File: src/rtl/clkdiv_pkg.sv
package clkdiv_pkg;
  localparam int AW = 4;
  localparam int DW = 16;
  localparam int EN_BIT = 15;

  localparam logic [AW-1:0] A_CTRL   = 4'h0;
  localparam logic [AW-1:0] A_CMD    = 4'h1;
  localparam logic [AW-1:0] A_STAT   = 4'h2;
  localparam logic [AW-1:0] A_POST   = 4'h3;
  localparam logic [AW-1:0] A_DIV0   = 4'h4;
  localparam logic [AW-1:0] A_OBSDIV = 4'hC;
  localparam logic [AW-1:0] A_OBSSEL = 4'hD;

  // divide factor realised by a ratio field value
  function automatic int unsigned div_factor(input int unsigned ratio);
    return ratio + 1;
  endfunction

  // ratio field of the channel locked to a quarter of channel 0
  function automatic int unsigned quarter_ratio(input int unsigned ratio0);
    return div_factor(ratio0) * 4 - 1;
  endfunction
endpackage

File: src/rtl/clkdiv_cnt.sv
module clkdiv_cnt #(
  parameter int W = 7
) (
  input  logic         clk,
  input  logic         rst_n,
  input  logic         clr,
  input  logic         tick,
  input  logic         en,
  input  logic [W-1:0] ratio,
  output logic         pulse
);
  logic [W-1:0] cnt;
  logic         wrap;

  // >= keeps a lowered ratio from running the counter the long way round
  assign wrap  = (cnt >= ratio);
  assign pulse = en & tick & ~clr & wrap;

  always_ff @(posedge clk) begin
    if (!rst_n)      cnt <= '0;
    else if (clr)    cnt <= '0;
    else if (tick)   cnt <= wrap ? '0 : cnt + 1'b1;
  end
endmodule

File: src/rtl/clkdiv_regs.sv
module clkdiv_regs
  import clkdiv_pkg::*;
#(
  parameter int NCH    = 4,
  parameter int RW     = 5,
  parameter int CW     = 7,
  parameter int OW     = 8,
  parameter int SW     = 2,
  parameter int FIX_CH = 3
) (
  input  logic                   clk,
  input  logic                   rst_n,
  input  logic                   wr_en,
  input  logic [AW-1:0]          addr,
  input  logic [DW-1:0]          wr_data,
  input  logic                   src_tick,
  output logic                   src_sel,
  output logic                   busy,
  output logic                   align_evt,
  output logic [NCH-1:0]         act_en,
  output logic [NCH-1:0][CW-1:0] act_ratio,
  output logic                   post_en,
  output logic [CW-1:0]          post_ratio,
  output logic                   obs_en,
  output logic [OW-1:0]          obs_ratio,
  output logic [SW-1:0]          obs_sel,
  output logic [DW-1:0]          rd_data
);
  logic [NCH-1:0]         sh_en;
  logic [NCH-1:0][RW-1:0] sh_ratio;
  logic                   sh_post_en;
  logic [RW-1:0]          sh_post_ratio;
  logic [CW-1:0]          fix_ratio;
  logic                   cfg_wr;
  logic                   go_req;

  assign cfg_wr    = wr_en & ~busy;
  assign go_req    = cfg_wr & (addr == A_CMD) & wr_data[0];
  assign align_evt = busy & src_tick;
  assign fix_ratio = CW'(quarter_ratio(int'(sh_ratio[0])));

  always_ff @(posedge clk) begin
    if (!rst_n) begin
      src_sel       <= 1'b0;
      busy          <= 1'b0;
      sh_en         <= '1;
      sh_ratio      <= '0;
      sh_post_en    <= 1'b1;
      sh_post_ratio <= '0;
      post_en       <= 1'b1;
      post_ratio    <= '0;
      act_en        <= '1;
      for (int i = 0; i < NCH; i++)
        act_ratio[i] <= (i == FIX_CH) ? CW'(quarter_ratio(0)) : '0;
      obs_en        <= 1'b0;
      obs_ratio     <= '0;
      obs_sel       <= '0;
    end else begin
      if (wr_en && addr == A_CTRL) src_sel <= wr_data[0];
      if (wr_en && addr == A_OBSDIV) begin
        obs_en    <= wr_data[EN_BIT];
        obs_ratio <= wr_data[OW-1:0];
      end
      if (wr_en && addr == A_OBSSEL) obs_sel <= wr_data[SW-1:0];
      if (cfg_wr && addr == A_POST) begin
        sh_post_en    <= wr_data[EN_BIT];
        sh_post_ratio <= wr_data[RW-1:0];
      end
      for (int i = 0; i < NCH; i++) begin
        if (cfg_wr && addr == A_DIV0 + AW'(i)) begin
          sh_en[i]    <= wr_data[EN_BIT];
          sh_ratio[i] <= wr_data[RW-1:0];
        end
      end
      if (go_req)         busy <= 1'b1;
      else if (align_evt) busy <= 1'b0;
      if (align_evt) begin
        post_en    <= sh_post_en;
        post_ratio <= CW'(sh_post_ratio);
        act_en     <= sh_en;
        for (int i = 0; i < NCH; i++)
          act_ratio[i] <= (i == FIX_CH) ? fix_ratio : CW'(sh_ratio[i]);
      end
    end
  end

  always_comb begin
    rd_data = '0;
    if (addr == A_CTRL) rd_data[0] = src_sel;
    if (addr == A_STAT) rd_data[0] = busy;
    if (addr == A_POST) begin
      rd_data[EN_BIT]  = sh_post_en;
      rd_data[RW-1:0]  = sh_post_ratio;
    end
    if (addr == A_OBSDIV) begin
      rd_data[EN_BIT]  = obs_en;
      rd_data[OW-1:0]  = obs_ratio;
    end
    if (addr == A_OBSSEL) rd_data[SW-1:0] = obs_sel;
    for (int i = 0; i < NCH; i++) begin
      if (addr == A_DIV0 + AW'(i)) begin
        rd_data[EN_BIT]  = sh_en[i];
        rd_data[CW-1:0]  = (i == FIX_CH) ? fix_ratio : CW'(sh_ratio[i]);
      end
    end
  end
endmodule

File: src/rtl/clkdiv_bank.sv
module clkdiv_bank
  import clkdiv_pkg::*;
#(
  parameter int NCH    = 4,
  parameter int RW     = 5,
  parameter int OW     = 8,
  parameter int FIX_CH = 3
) (
  input  logic           clk,
  input  logic           rst_n,
  input  logic           pll_ce,
  input  logic           ref_ce,
  input  logic           wr_en,
  input  logic [3:0]     addr,
  input  logic [15:0]    wr_data,
  output logic [15:0]    rd_data,
  output logic [NCH-1:0] sys_ce,
  output logic           obs_ce
);
  localparam int CW = RW + 2;
  localparam int SW = (NCH > 1) ? $clog2(NCH) : 1;

  logic                   src_sel;
  logic                   src_tick;
  logic                   busy;
  logic                   align_evt;
  logic                   base_tick;
  logic                   post_pulse;
  logic                   post_en;
  logic [CW-1:0]          post_ratio;
  logic [NCH-1:0]         act_en;
  logic [NCH-1:0][CW-1:0] act_ratio;
  logic                   obs_en;
  logic [OW-1:0]          obs_ratio;
  logic [SW-1:0]          obs_sel;
  logic                   obs_src;

  assign src_tick = src_sel ? pll_ce : ref_ce;

  clkdiv_regs #(
    .NCH(NCH), .RW(RW), .CW(CW), .OW(OW), .SW(SW), .FIX_CH(FIX_CH)
  ) regs_i (
    .clk(clk), .rst_n(rst_n), .wr_en(wr_en), .addr(addr), .wr_data(wr_data),
    .src_tick(src_tick), .src_sel(src_sel), .busy(busy), .align_evt(align_evt),
    .act_en(act_en), .act_ratio(act_ratio), .post_en(post_en),
    .post_ratio(post_ratio), .obs_en(obs_en), .obs_ratio(obs_ratio),
    .obs_sel(obs_sel), .rd_data(rd_data)
  );

  clkdiv_cnt #(.W(CW)) post_i (
    .clk(clk), .rst_n(rst_n), .clr(align_evt), .tick(src_tick), .en(1'b1),
    .ratio(post_ratio), .pulse(post_pulse)
  );

  assign base_tick = post_en ? post_pulse : (src_tick & ~align_evt);

  for (genvar c = 0; c < NCH; c++) begin : g_chan
    clkdiv_cnt #(.W(CW)) chan_i (
      .clk(clk), .rst_n(rst_n), .clr(align_evt), .tick(base_tick),
      .en(act_en[c]), .ratio(act_ratio[c]), .pulse(sys_ce[c])
    );
  end

  assign obs_src = sys_ce[obs_sel];

  clkdiv_cnt #(.W(OW)) obs_i (
    .clk(clk), .rst_n(rst_n), .clr(align_evt | ~obs_en), .tick(obs_src),
    .en(obs_en), .ratio(obs_ratio), .pulse(obs_ce)
  );
endmodule

File: config.mk
export PLATFORM = sky130hd
export DESIGN_NAME = clkdiv_bank
export DESIGN_NICKNAME = d
export VERILOG_FILES = /design/src/rtl/clkdiv_pkg.sv /design/src/rtl/clkdiv_cnt.sv /design/src/rtl/clkdiv_regs.sv /design/src/rtl/clkdiv_bank.sv
export SDC_FILE = /design/constraint.sdc
export NUM_CORES = 1
export LEC_CHECK = 0
export BUFFER_PORTS_ARGS = -buffer_cell sky130_fd_sc_hd__buf_4
export CORE_MARGIN = 10
export CORE_UTILIZATION = 60
export CTS_BUF_LIST = sky130_fd_sc_hd__clkbuf_2 sky130_fd_sc_hd__clkbuf_4 sky130_fd_sc_hd__clkbuf_8
export DETAILED_ROUTE_END_ITERATION = 8
export GPL_TIMING_DRIVEN = 0
export PLACE_DENSITY = 0.92
export SLEW_MARGIN = 20
export SYNTH_ARGS = -nofsm -noshare
export SYNTH_HDL_FRONTEND = slang
export SYNTH_SLANG_ARGS = --single-unit
File: constraint.sdc
create_clock -name clk -period 3.8 [get_ports clk]
set_input_delay 0.19 -clock clk [delete_from_list [all_inputs] [get_ports clk]]
set_output_delay 0.19 -clock clk [all_outputs]
set_load 0.03 [all_outputs]
==> impl_metrics.tcl <==
set metrics [dict create \
    synth_edf_count 0 \
    post_dp_cell_area_um2 6385 \
    worstSetupPathType "reg2out" \
    cp_data_arrival_time_ns 3.00 \
    synth_top_area_cell "dfxtp_1" \
    p_leak_nw 2.631 \
    n_antenna_cell 0 \
    grt_overflow 0 \
    seq_area_frac_synth_pct 36.79 \
    clockBufferDepth 2 \
    clkSinkCount 110 \
    ys_async_sr_fraction_pct 0 \
    power_density_nw_per_um2 322.8 \
    peakVddDrop_uv 165.7 \
    first_pass_iters 7 \
    timing.rr.end "obs_i.cnt[3]" \
    hold_path_class "in2reg" \
    cap_violations 0 \
    vias_per_cell 5.932 \
    critPathCaptureType "primary output" \
    slowest_delay_ns 0.69 \
    synth_ff_type "dfxtp_1" \
    synth-seq-cells 110 \
    fin_nets 830 \
    cp-start-kind "flop" \
    finalSetupViolCount 0 \
    die_w_um 119.9 \
    ctsResizeCount 0 \
    cp_max_fo 9 \
    hold_viol 0 \
    holdPathEnd "regs_i.obs_ratio[5]" \
    path_cells "inv_1, ha_1, a2111oi_0, o21ai_0, a221oi_2, nor4_1, and3_1, buf_4" \
    dieArea_um2 14370 \
    cts_buffers 9 \
    routed_wl_um 15780 \
    status "finished clean" \
    final.setup.tns_ns 0 \
    area_delta_synth_final_pct 9.887 \
    clk-insertion-delay-late_ns 0.38 \
    hold_depth 3 \
    synth_cells 720 \
    cts-root-buf "clkbuf_8" \
    ys.warnings.count 0 \
    dp_hpwl_um 12190 \
    fin_skew_ns 0.01441 \
    r2r_cells 7 \
    vias 5351 \
    antenna_left 0 \
    cts_tree "built" \
    h-tree-depth 3 \
    grt_pass1_vias 5403 \
    yosysUniqueCellTypes 56 \
    place.gp.congestion 0.9540 \
    period_share_pct 83.85 \
    core_um2 9729 \
    netlist_area_um2 5986 \
    critPathSlowestCell "a221oi_2" \
    initial_core_util_pct 61.52 \
    worst_slew_pin_slew_ns 0.7312 \
    dieHeight_um 119.9 \
    drive_above_1_share_pct 9.363 \
    slew_violations 0 \
    num_io_pins 46 \
    grtUsageTotal_pct 21.94 \
    syn_avg_cell_area_um2 8.314 \
    reg2reg_from "regs_i.act_ratio[4]" \
    synth_area_leaders "dfxtp_1, ha_1, nand2_1" \
    clkTransAtPathRegs_ns 0.10 \
    drc 0 \
    fp-row-count 36 \
    wire_per_inst_um 17.49 \
    power.total_mw 2.123 \
    finish.instance_area_um2 6578 \
    fmax_ghz 0.3139 \
    post_cts_buffers 0 \
    netlist.area_leader.share_pct 36.79 \
    antenna_found_initial 0 \
    drt-initial-drc-count 447 \
    rsz0062_at_grt "false" \
    layout_setup_ws_ns 0.6139 \
    grt_max_degree 17 \
    crit_required_ns 3.61 \
    fin_crit_ns 3.186 \
    fin_util_pct 67.61 \
    port_buffers 28 \
    rrSetupSlack_ns 1.16 \
    ctsHoldBuffers 0 \
    slew_headroom_pct 51.25 \
    preCtsSetupSlack_ns 1.050 \
    grt_pass1_wl_um 26010 \
    min_from "wr_data[5]" \
    n_fill_cell 824 \
]
==> power by group <==
part	total, mW	leakage (nW)	switching (mW)	internal (mW)
registers	1.18	0.888	0.0146	1.16
clock network	0.718	0.0986	0.393	0.325
logic	0.226	1.64	0.141	0.0855
==> cell usage in the layout, fill, tap and decap left out, types with 4 or more instances in the layout <==
cell type  instances
a21boi_0          29
nand2b_1           9
a31oi_1            4
nor2_1            45
dfxtp_1          110
nor3_1            10
conb_1             7
buf_2              6
clkbuf_1          20
nand4_1           12
a21o_1             6
or3_1              9
a22oi_1            5
and3_1             7
o22ai_1            9
or2_2              4
xnor2_1            7
xor2_1            15
o31ai_1            4
ha_1              40
mux2i_1           31
o21ai_0           17
a21oi_1           24
and2_1            14
inv_1             36
buf_4             39
nand3_1           28
nor2b_1           29
o21ba_1            6
a211oi_1           6
buf_1              4
a2111oi_0          8
nand2_1          117
clkbuf_8          10
==> metal layers <==
metal  track usage [%]  vias up  share of wire, %
li1                  -     2571                 -
met1             25.34     2527                41
met2             38.24      208                49
met3             5.907       45               6.8
met4             7.692        0               2.8
met5                 0        -                 0
==> worst max-delay path by stage <==
stage | slack [ns] | endpoint | cells past startpoint | from
after global routing | 0.46 | obs_ce | 8 | regs_i.act_ratio[4]
after floorplan | 1.56 | obs_ce | 7 | regs_i.act_ratio[4]
after detailed placement | 1.05 | obs_ce | 8 | regs_i.act_ratio[4]
after global placement | 1.13 | obs_ce | 8 | regs_i.act_ratio[4]
final | 0.61 | obs_ce | 8 | regs_i.act_ratio[4]
after CTS | 0.65 | obs_ce | 8 | regs_i.act_ratio[4]
==> worst max-delay path: cells and delay by family (launching register included) <==
kind	cells	cell delay [ns]
DFF	1	0.36
buffers and inverters	2	0.23
AOI/OAI and AO/OA	3	1.36
adders and majority gates	1	0.31
and+or+nand+nor	2	0.36
==> layout make-up <==
| cell class | instances | area (µm²) | share of cell area (%) |
|---|---|---|---|
| buffer | 42 | 214.0 | 3.253 |
| clock inverter | 4 | 47.55 | 0.7228 |
| clock buffer | 11 | 145.1 | 2.207 |
| sequential | 110 | 2202 | 33.48 |
| timing repair buffer | 28 | 210.2 | 3.196 |
| multi-input combinational | 537 | 3453 | 52.50 |
| tap | 133 | 166.4 | 2.530 |
| inverter | 37 | 138.9 | 2.111 |
==> cell families after synthesis <==
family,share of synthesized area [%]
compound gates,16.47
xor+xnor,3.219
fa+ha+maj,8.361
buf+inv,5.895
flops,36.79
mux,5.748
other cells,0.06265
simple gates,23.45
==> state kept, by name, indices dropped and copies added, names as in the netlist <==
register,count
g_chan.chan_i.cnt,28
obs_i.cnt,8
post_i.cnt,7
regs_i.act_en,4
regs_i.act_ratio,19
regs_i.busy,1
regs_i.obs_en,1
regs_i.obs_ratio,8
regs_i.obs_sel,2
regs_i.post_en,1
regs_i.post_ratio,5
regs_i.sh_en,4
regs_i.sh_post_en,1
regs_i.sh_post_ratio,5
regs_i.sh_ratio,15
regs_i.src_sel,1
==> cells in the mapped netlist, drive strengths merged (6+ instances only) <==
cell and number:
nor3 12, o21ai 19, nand2b 9, a21oi 24
nor2 45, buf 22, a211oi 6, xor2 15
nor2b 29, clkbuf 20, and3 7, o22ai 9
o21ba 6, ha 40, a21o 6, dfxtp 110
nand2 117, mux2i 31, a2111oi 8, or3 9
nand3 28, a21boi 29, xnor2 7, and2 14
inv 36, nand4 12
==> metrics by stage <==
step | hold slack [ns] | cells
after detailed placement | 0.4566 | 887
final | 0.06205 | 902
after floorplan | 0.3141 | 726
after global placement | 0.4474 | 887
after global routing | 0.06377 | 902
after CTS | 0.06252 | 902
(Power assumes the default switching activity.)
